**src/rtl/lpc_pkg.sv**
```systemverilog
package lpc_pkg;
  localparam int unsigned WORD_W = 32;
  localparam int unsigned CMD_HI = 31;
  localparam int unsigned CMD_LO = 28;
  localparam int unsigned SEL_BIT = 27;
  localparam int unsigned AUTO_BIT = 26;
  localparam int unsigned LEDEN_BIT = 25;
  localparam int unsigned ATAPI_BIT = 24;
  localparam int unsigned ONCE_HI = 21;
  localparam int unsigned ONCE_LO = 18;
  localparam int unsigned PWR_HI = 17;
  localparam int unsigned PWR_LO = 16;
  localparam int unsigned CMD_W = CMD_HI - CMD_LO + 1;
  localparam int unsigned ONCE_W = ONCE_HI - ONCE_LO + 1;
  localparam int unsigned PWR_W = PWR_HI - PWR_LO + 1;

  localparam logic [PWR_W-1:0] PWR_ACTIVE  = 2'd0;
  localparam logic [PWR_W-1:0] PWR_PARTIAL = 2'd1;
  localparam logic [PWR_W-1:0] PWR_SLUMBER = 2'd2;

  localparam logic [CMD_W-1:0] CMD_NOP     = 4'h0;
  localparam logic [CMD_W-1:0] CMD_ACTIVE  = 4'h1;
  localparam logic [CMD_W-1:0] CMD_PARTIAL = 4'h2;
  localparam logic [CMD_W-1:0] CMD_SLUMBER = 4'h6;

  typedef struct packed {
    logic                  valid;
    logic [PWR_W-1:0]      tgt;
  } cmd_dec_t;

  function automatic cmd_dec_t decode_cmd(input logic [CMD_W-1:0] c);
    cmd_dec_t d;
    d.valid = 1'b1;
    d.tgt   = PWR_ACTIVE;
    case (c)
      CMD_ACTIVE:  d.tgt = PWR_ACTIVE;
      CMD_PARTIAL: d.tgt = PWR_PARTIAL;
      CMD_SLUMBER: d.tgt = PWR_SLUMBER;
      default:     d.valid = 1'b0;
    endcase
    return d;
  endfunction
endpackage

```
**src/rtl/lpc_cfg_regs.sv**
```systemverilog
module lpc_cfg_regs
  import lpc_pkg::*;
(
  input  logic              clk_i,
  input  logic              rst_ni,
  input  logic              we_i,
  input  logic [3:0]        cfg_wdata_i,
  input  logic [ONCE_W-1:0] once_wdata_i,
  output logic              sel_slumber_o,
  output logic              auto_en_o,
  output logic              led_en_o,
  output logic              atapi_o,
  output logic [ONCE_W-1:0] once_o
);
  logic [3:0]        cfg_q;
  logic [ONCE_W-1:0] once_q;
  logic              once_done_q;

  always_ff @(posedge clk_i or negedge rst_ni) begin
    if (!rst_ni) begin
      cfg_q       <= '0;
      once_q      <= '0;
      once_done_q <= 1'b0;
    end else if (we_i) begin
      cfg_q <= cfg_wdata_i;
      if (!once_done_q) begin
        once_q      <= once_wdata_i;
        once_done_q <= 1'b1;
      end
    end
  end

  assign sel_slumber_o = cfg_q[3];
  assign auto_en_o     = cfg_q[2];
  assign led_en_o      = cfg_q[1];
  assign atapi_o       = cfg_q[0];
  assign once_o        = once_q;
endmodule

```
**src/rtl/lpc_drain_det.sv**
```systemverilog
module lpc_drain_det #(
  parameter int unsigned SLOTS = 32
) (
  input  logic             clk_i,
  input  logic             rst_ni,
  input  logic [SLOTS-1:0] cmd_issue_i,
  input  logic [SLOTS-1:0] tag_active_i,
  input  logic             led_en_i,
  input  logic             atapi_i,
  output logic             drain_o,
  output logic             led_o
);
  logic any_now;
  logic any_q;

  assign any_now = |(cmd_issue_i | tag_active_i);

  always_ff @(posedge clk_i or negedge rst_ni) begin
    if (!rst_ni) any_q <= 1'b0;
    else         any_q <= any_now;
  end

  assign drain_o = any_q & ~any_now;
  assign led_o   = led_en_i & atapi_i & any_now;
endmodule

```
**src/rtl/lpc_req_ctrl.sv**
```systemverilog
module lpc_req_ctrl
  import lpc_pkg::*;
(
  input  logic             clk_i,
  input  logic             rst_ni,
  input  logic             we_i,
  input  logic [CMD_W-1:0] wcmd_i,
  input  logic             link_idle_i,
  input  logic             drain_i,
  input  logic             auto_en_i,
  input  logic             sel_slumber_i,
  input  logic             ack_i,
  input  logic             nak_i,
  output logic [CMD_W-1:0] cmd_o,
  output logic             req_o,
  output logic [PWR_W-1:0] tgt_o,
  output logic [PWR_W-1:0] pwr_o
);
  logic [CMD_W-1:0] cmd_q, cmd_d;
  logic             req_q, req_d;
  logic [PWR_W-1:0] tgt_q, tgt_d;
  logic [PWR_W-1:0] pwr_q, pwr_d;
  logic             busy;
  logic             take_wr;
  logic             act;
  cmd_dec_t         dec;

  assign busy    = (cmd_q != CMD_NOP) | req_q;
  assign take_wr = we_i & link_idle_i & ~busy;
  assign dec     = decode_cmd(cmd_q);
  // a valid command needs a move; low->low is refused
  assign act     = dec.valid & (dec.tgt != pwr_q) &
                   ((pwr_q == PWR_ACTIVE) | (dec.tgt == PWR_ACTIVE));

  always_comb begin
    cmd_d = cmd_q;
    req_d = req_q;
    tgt_d = tgt_q;
    pwr_d = pwr_q;
    if (req_q) begin
      if (ack_i) begin
        pwr_d = tgt_q;
        req_d = 1'b0;
        cmd_d = CMD_NOP;
      end else if (nak_i) begin
        req_d = 1'b0;
        cmd_d = CMD_NOP;
      end
    end else if (cmd_q != CMD_NOP) begin
      if (act) begin
        req_d = 1'b1;
        tgt_d = dec.tgt;
      end else begin
        cmd_d = CMD_NOP;
      end
    end else begin
      if (take_wr) cmd_d = wcmd_i;
      if (drain_i && auto_en_i && (pwr_q == PWR_ACTIVE) &&
          !(take_wr && (wcmd_i != CMD_NOP))) begin
        req_d = 1'b1;
        tgt_d = sel_slumber_i ? PWR_SLUMBER : PWR_PARTIAL;
      end
    end
  end

  always_ff @(posedge clk_i or negedge rst_ni) begin
    if (!rst_ni) begin
      cmd_q <= CMD_NOP;
      req_q <= 1'b0;
      tgt_q <= PWR_ACTIVE;
      pwr_q <= PWR_ACTIVE;
    end else begin
      cmd_q <= cmd_d;
      req_q <= req_d;
      tgt_q <= tgt_d;
      pwr_q <= pwr_d;
    end
  end

  assign cmd_o = cmd_q;
  assign req_o = req_q;
  assign tgt_o = tgt_q;
  assign pwr_o = pwr_q;
endmodule

```
**src/rtl/link_pwr_cmd_ctrl.sv**
```systemverilog
module link_pwr_cmd_ctrl
  import lpc_pkg::*;
#(
  parameter int unsigned SLOTS = 32
) (
  input  logic              clk_i,
  input  logic              rst_ni,
  input  logic              reg_we_i,
  input  logic [WORD_W-1:0] reg_wdata_i,
  output logic [WORD_W-1:0] reg_rdata_o,
  input  logic              link_idle_i,
  input  logic [SLOTS-1:0]  cmd_issue_i,
  input  logic [SLOTS-1:0]  tag_active_i,
  output logic              lnk_req_o,
  output logic [PWR_W-1:0]  lnk_tgt_o,
  input  logic              lnk_ack_i,
  input  logic              lnk_nak_i,
  output logic [PWR_W-1:0]  pwr_state_o,
  output logic              led_o
);
  logic              sel_slumber, auto_en, led_en, atapi;
  logic [ONCE_W-1:0] once_cfg;
  logic              drain;
  logic [CMD_W-1:0]  cmd;
  logic              unused_wbits;

  assign unused_wbits = ^{reg_wdata_i[23:22], reg_wdata_i[PWR_HI:0]};

  lpc_cfg_regs u_cfg (
    .clk_i         (clk_i),
    .rst_ni        (rst_ni),
    .we_i          (reg_we_i),
    .cfg_wdata_i   (reg_wdata_i[SEL_BIT:ATAPI_BIT]),
    .once_wdata_i  (reg_wdata_i[ONCE_HI:ONCE_LO]),
    .sel_slumber_o (sel_slumber),
    .auto_en_o     (auto_en),
    .led_en_o      (led_en),
    .atapi_o       (atapi),
    .once_o        (once_cfg)
  );

  lpc_drain_det #(.SLOTS(SLOTS)) u_drain (
    .clk_i        (clk_i),
    .rst_ni       (rst_ni),
    .cmd_issue_i  (cmd_issue_i),
    .tag_active_i (tag_active_i),
    .led_en_i     (led_en),
    .atapi_i      (atapi),
    .drain_o      (drain),
    .led_o        (led_o)
  );

  lpc_req_ctrl u_req (
    .clk_i         (clk_i),
    .rst_ni        (rst_ni),
    .we_i          (reg_we_i),
    .wcmd_i        (reg_wdata_i[CMD_HI:CMD_LO]),
    .link_idle_i   (link_idle_i),
    .drain_i       (drain),
    .auto_en_i     (auto_en),
    .sel_slumber_i (sel_slumber),
    .ack_i         (lnk_ack_i),
    .nak_i         (lnk_nak_i),
    .cmd_o         (cmd),
    .req_o         (lnk_req_o),
    .tgt_o         (lnk_tgt_o),
    .pwr_o         (pwr_state_o)
  );

  always_comb begin
    reg_rdata_o                   = '0;
    reg_rdata_o[CMD_HI:CMD_LO]    = cmd;
    reg_rdata_o[SEL_BIT]          = sel_slumber;
    reg_rdata_o[AUTO_BIT]         = auto_en;
    reg_rdata_o[LEDEN_BIT]        = led_en;
    reg_rdata_o[ATAPI_BIT]        = atapi;
    reg_rdata_o[ONCE_HI:ONCE_LO]  = once_cfg;
    reg_rdata_o[PWR_HI:PWR_LO]    = pwr_state_o;
  end
endmodule

```
**config.mk**
```make
export PLATFORM = sky130hd
export DESIGN_NAME = link_pwr_cmd_ctrl
export DESIGN_NICKNAME = d
export VERILOG_FILES = /design/src/rtl/lpc_pkg.sv /design/src/rtl/lpc_cfg_regs.sv /design/src/rtl/lpc_drain_det.sv /design/src/rtl/lpc_req_ctrl.sv /design/src/rtl/link_pwr_cmd_ctrl.sv
export SDC_FILE = /design/constraint.sdc
export NUM_CORES = 1
export LEC_CHECK = 0
export ABC_AREA = 1
export BUFFER_PORTS_ARGS = -buffer_cell sky130_fd_sc_hd__buf_2
export CORE_MARGIN = 5
export CORE_UTILIZATION = 25
export DETAILED_ROUTE_END_ITERATION = 16
export PLACE_DENSITY = 0.62
export SETUP_SLACK_MARGIN = 0.3
export SLEW_MARGIN = 20
export SYNTH_ARGS = -nofsm -noshare
export SYNTH_HDL_FRONTEND = slang
export SYNTH_SLANG_ARGS = --single-unit
```
**constraint.sdc**
```tcl
create_clock -name clk_i -period 2.05 [get_ports clk_i]
set_clock_uncertainty 0.2 [all_clocks]
set_input_delay 0.41 -clock clk_i [delete_from_list [all_inputs] [get_ports clk_i]]
set_output_delay 0.41 -clock clk_i [all_outputs]
set_load 0.01 [all_outputs]
```
==> flow_summary.ini <==
[status]
outcome = finished, final reports clean

[place]
dp_cells = 358
dp_hpwl_um = 3260
gp_congestion = 0.814
io_buffers = 101

[yosys]
ys_top_cells_by_count = nand2_1 (55), nor2_1 (51), buf_4 (25)
ys.flop_type = dfrtp_1
synth_area_leaders = dfrtp_1 (36%), nand2_1 (15%), nor2_1 (14%)
yosysMostFrequentCell = nand2_1
synthesis.area_sq_um = 1340
synth_cell_types = 18
yosysTopAreaCell = dfrtp_1
synth_edf_count = 0
yosysTopAreaCellShare_pct = 35.5
synthArstFlopShare_pct = 100
seq_area_frac_synth_pct = 35.5
ys_warn_count = 0
syn_avg_cell_area_sq_um = 6.86
syn_inst = 195
ys_ff_latch = 19

[route]
routedWlPerCell_um = 10.7
drt-initial-drc-count = 53
postRouteWirelength_um = 3940
route.detailed.drc = 0
drt-pass1-iter-count = 4
drt.antenna.violating_nets = 0
vias = 1458
vias_per_cell = 3.96

[cts]
cts_tree = done
cts_buffer_depth = 2
path_clk_slew_ps = 70
cts_buffers = 3
clock_latency_ps = 260
cts-root-buf = clkbuf_8
cts_sinks = 19
h-tree-depth = 1

[die]
fp.dieArea_sq_um = 6910
design.core.area_sq_um = 5140
start_util_pct = 26.0
die_h_um = 83.1
die_w_um = 83.1
rows = 26
io_pins = 140

[pwr]
p_int_w = 0.000881
p_sw_w = 0.000626
clockPowerShare_pct = 17.7
pwr-share-comb_pct = 46.2
switching_share_pct = 41.5
p_per_area_nw_per_um2 = 754
vdd_drop_max_mv = 0.360
cellLeakagePower_nw = 1.10
seqPwrFrac_pct = 36.1

[global_route]
track_usage_pct = 10.8
antenna_found_initial = 0
grt_overflow = 0
grt_pass1_vias = 1447
grt_pass1_wl_um = 6270
grt_max_degree = 20

[critical_path]
cp_max_fo = 2
crit_arrival_ps = 1290
crit_type = primary input to output port
start_kind = primary input
end_kind = output port
crit_required_ps = 1440

[layout]
stdcell_count = 368
final_util_pct = 38.9
diodes = 0
layout-drive-gt1-share_pct = 46.3
syn_to_final_growth_pct = 49.4
nNetsFinal = 401

[sta]
fin_crit_sh_pct = 92.7
fin_tns_setup_ps = 0
timing.final.hold_violations = 0
finalSetupViolCount = 0
rsz0062_at_grt = yes
timing.fmax_mhz = 526
whs_ps = 147
min_period_ps = 1900
maxSlewViolCount = 0

[flow_run]
cap_violations = 0

[worst_hold_path]
hp-class = primary input to register
## worst max-delay path, stage by stage
cell     delay (ps)
buf_2           100
nor2_1          100
nand2_1          70
nor2_2          120
nand2_2          70
nor2_4          120
nand2_2          80
nand2_2          60
nor2_2           30
buf_2           130
## final timing paths
kind                                    from           endpoint  slack (ps)  cells past startpoint
max in group asynchronous             rst_ni     u_req.cmd_o[2]         870                      2
setup reg to reg              u_req.cmd_o[0]     u_req.tgt_o[0]         450                      8
setup / recovery             cmd_issue_i[14]              led_o         150                     10
hold reg to reg            u_cfg.once_done_q  u_cfg.once_done_q         260                      2
hold / removal               reg_wdata_i[26]     u_cfg.cfg_q[2]         150                      3
min in group asynchronous             rst_ni      u_drain.any_q         450                      2
## final cells by class
class | count | area, sq um
inverter | 10 | 37.5
timing repair buffer | 107 | 603
multi-input combinational | 158 | 748
tap | 70 | 87.6
sequential | 19 | 477
fill | 565 | 3140
clock buffer | 4 | 45.0
## per-layer routing
metal / global-route usage, % / routed length (um) / part of all wire, % / vias up
met2: 20.6 / 2180 / 55 / 49
met5: 0 / 0 / 0 / -
met1: 12.0 / 1450 / 37 / 639
met3: 3.66 / 299 / 7.6 / 2
li1: - / - / - / 768
met4: 0.892 / 8 / 0.20 / 0
## registers in the layout, summed over array words and instances, names as in the netlist
name,cells
u_cfg.once_o,4
u_req.tgt_o,2
u_req.pwr_o,2
u_req.cmd_o,4
u_cfg.once_done_q,1
u_req.req_o,1
u_cfg.cfg_q,4
u_drain.any_q,1
## cells in the final DEF, fill, tap and decap left out, drive strengths merged
cell type | netlist | final
nand3 | 9 | 9
buf | 25 | 106
dfrtp | 19 | 19
o21ai | 8 | 8
nand2 | 59 | 59
mux2 | 5 | 5
nand4 | 1 | 1
a21oi | 2 | 2
conb | 1 | 18
inv | 10 | 10
xor2 | 1 | 1
nor2 | 54 | 54
dlygate4sd3 | 0 | 1
nand3b | 1 | 1
clkbuf | 0 | 4
## cell families after synthesis
logic type	Yosys count	synth area share (%)
simple gates	124	38.7
buf+inv	35	16.8
flops	19	35.5
compound gates	10	3.74
mux	5	4.21
xor+xnor	1	0.655
other cells	1	0.280
## through the flow
stage | worst slack, ps | power (W) | instance area, sq um
finish | 150 | 0.00151 | 2000
global route | 22.0 | 0.00164 | 2000
CTS | 117 | 0.00150 | 1940
detailed placement | 58.3 | 0.00122 | 1810
global placement | 55.4 | 0.00122 | 1810
floorplan | 459 | 0.00103 | 1400
## power groups by stage
stage | sequential, W | combinational, W | clock (W)
after floorplan | 0.000561 | 0.000468 | 0
after global placement | 0.000545 | 0.000671 | 0
after detailed placement | 0.000546 | 0.000676 | 0
after CTS | 0.000539 | 0.000688 | 0.000278
after global routing | 0.000560 | 0.000790 | 0.000295
final | 0.000544 | 0.000696 | 0.000267
## repair_timing
action,CTS,global route
setup buffers,5,0
hold buffers,1,0
pin swaps,18,12
resized for setup,10,16
endpoints found under the setup margin,1,8
endpoints found under the hold margin,19,0
Power figures use the tool's default switching activity.
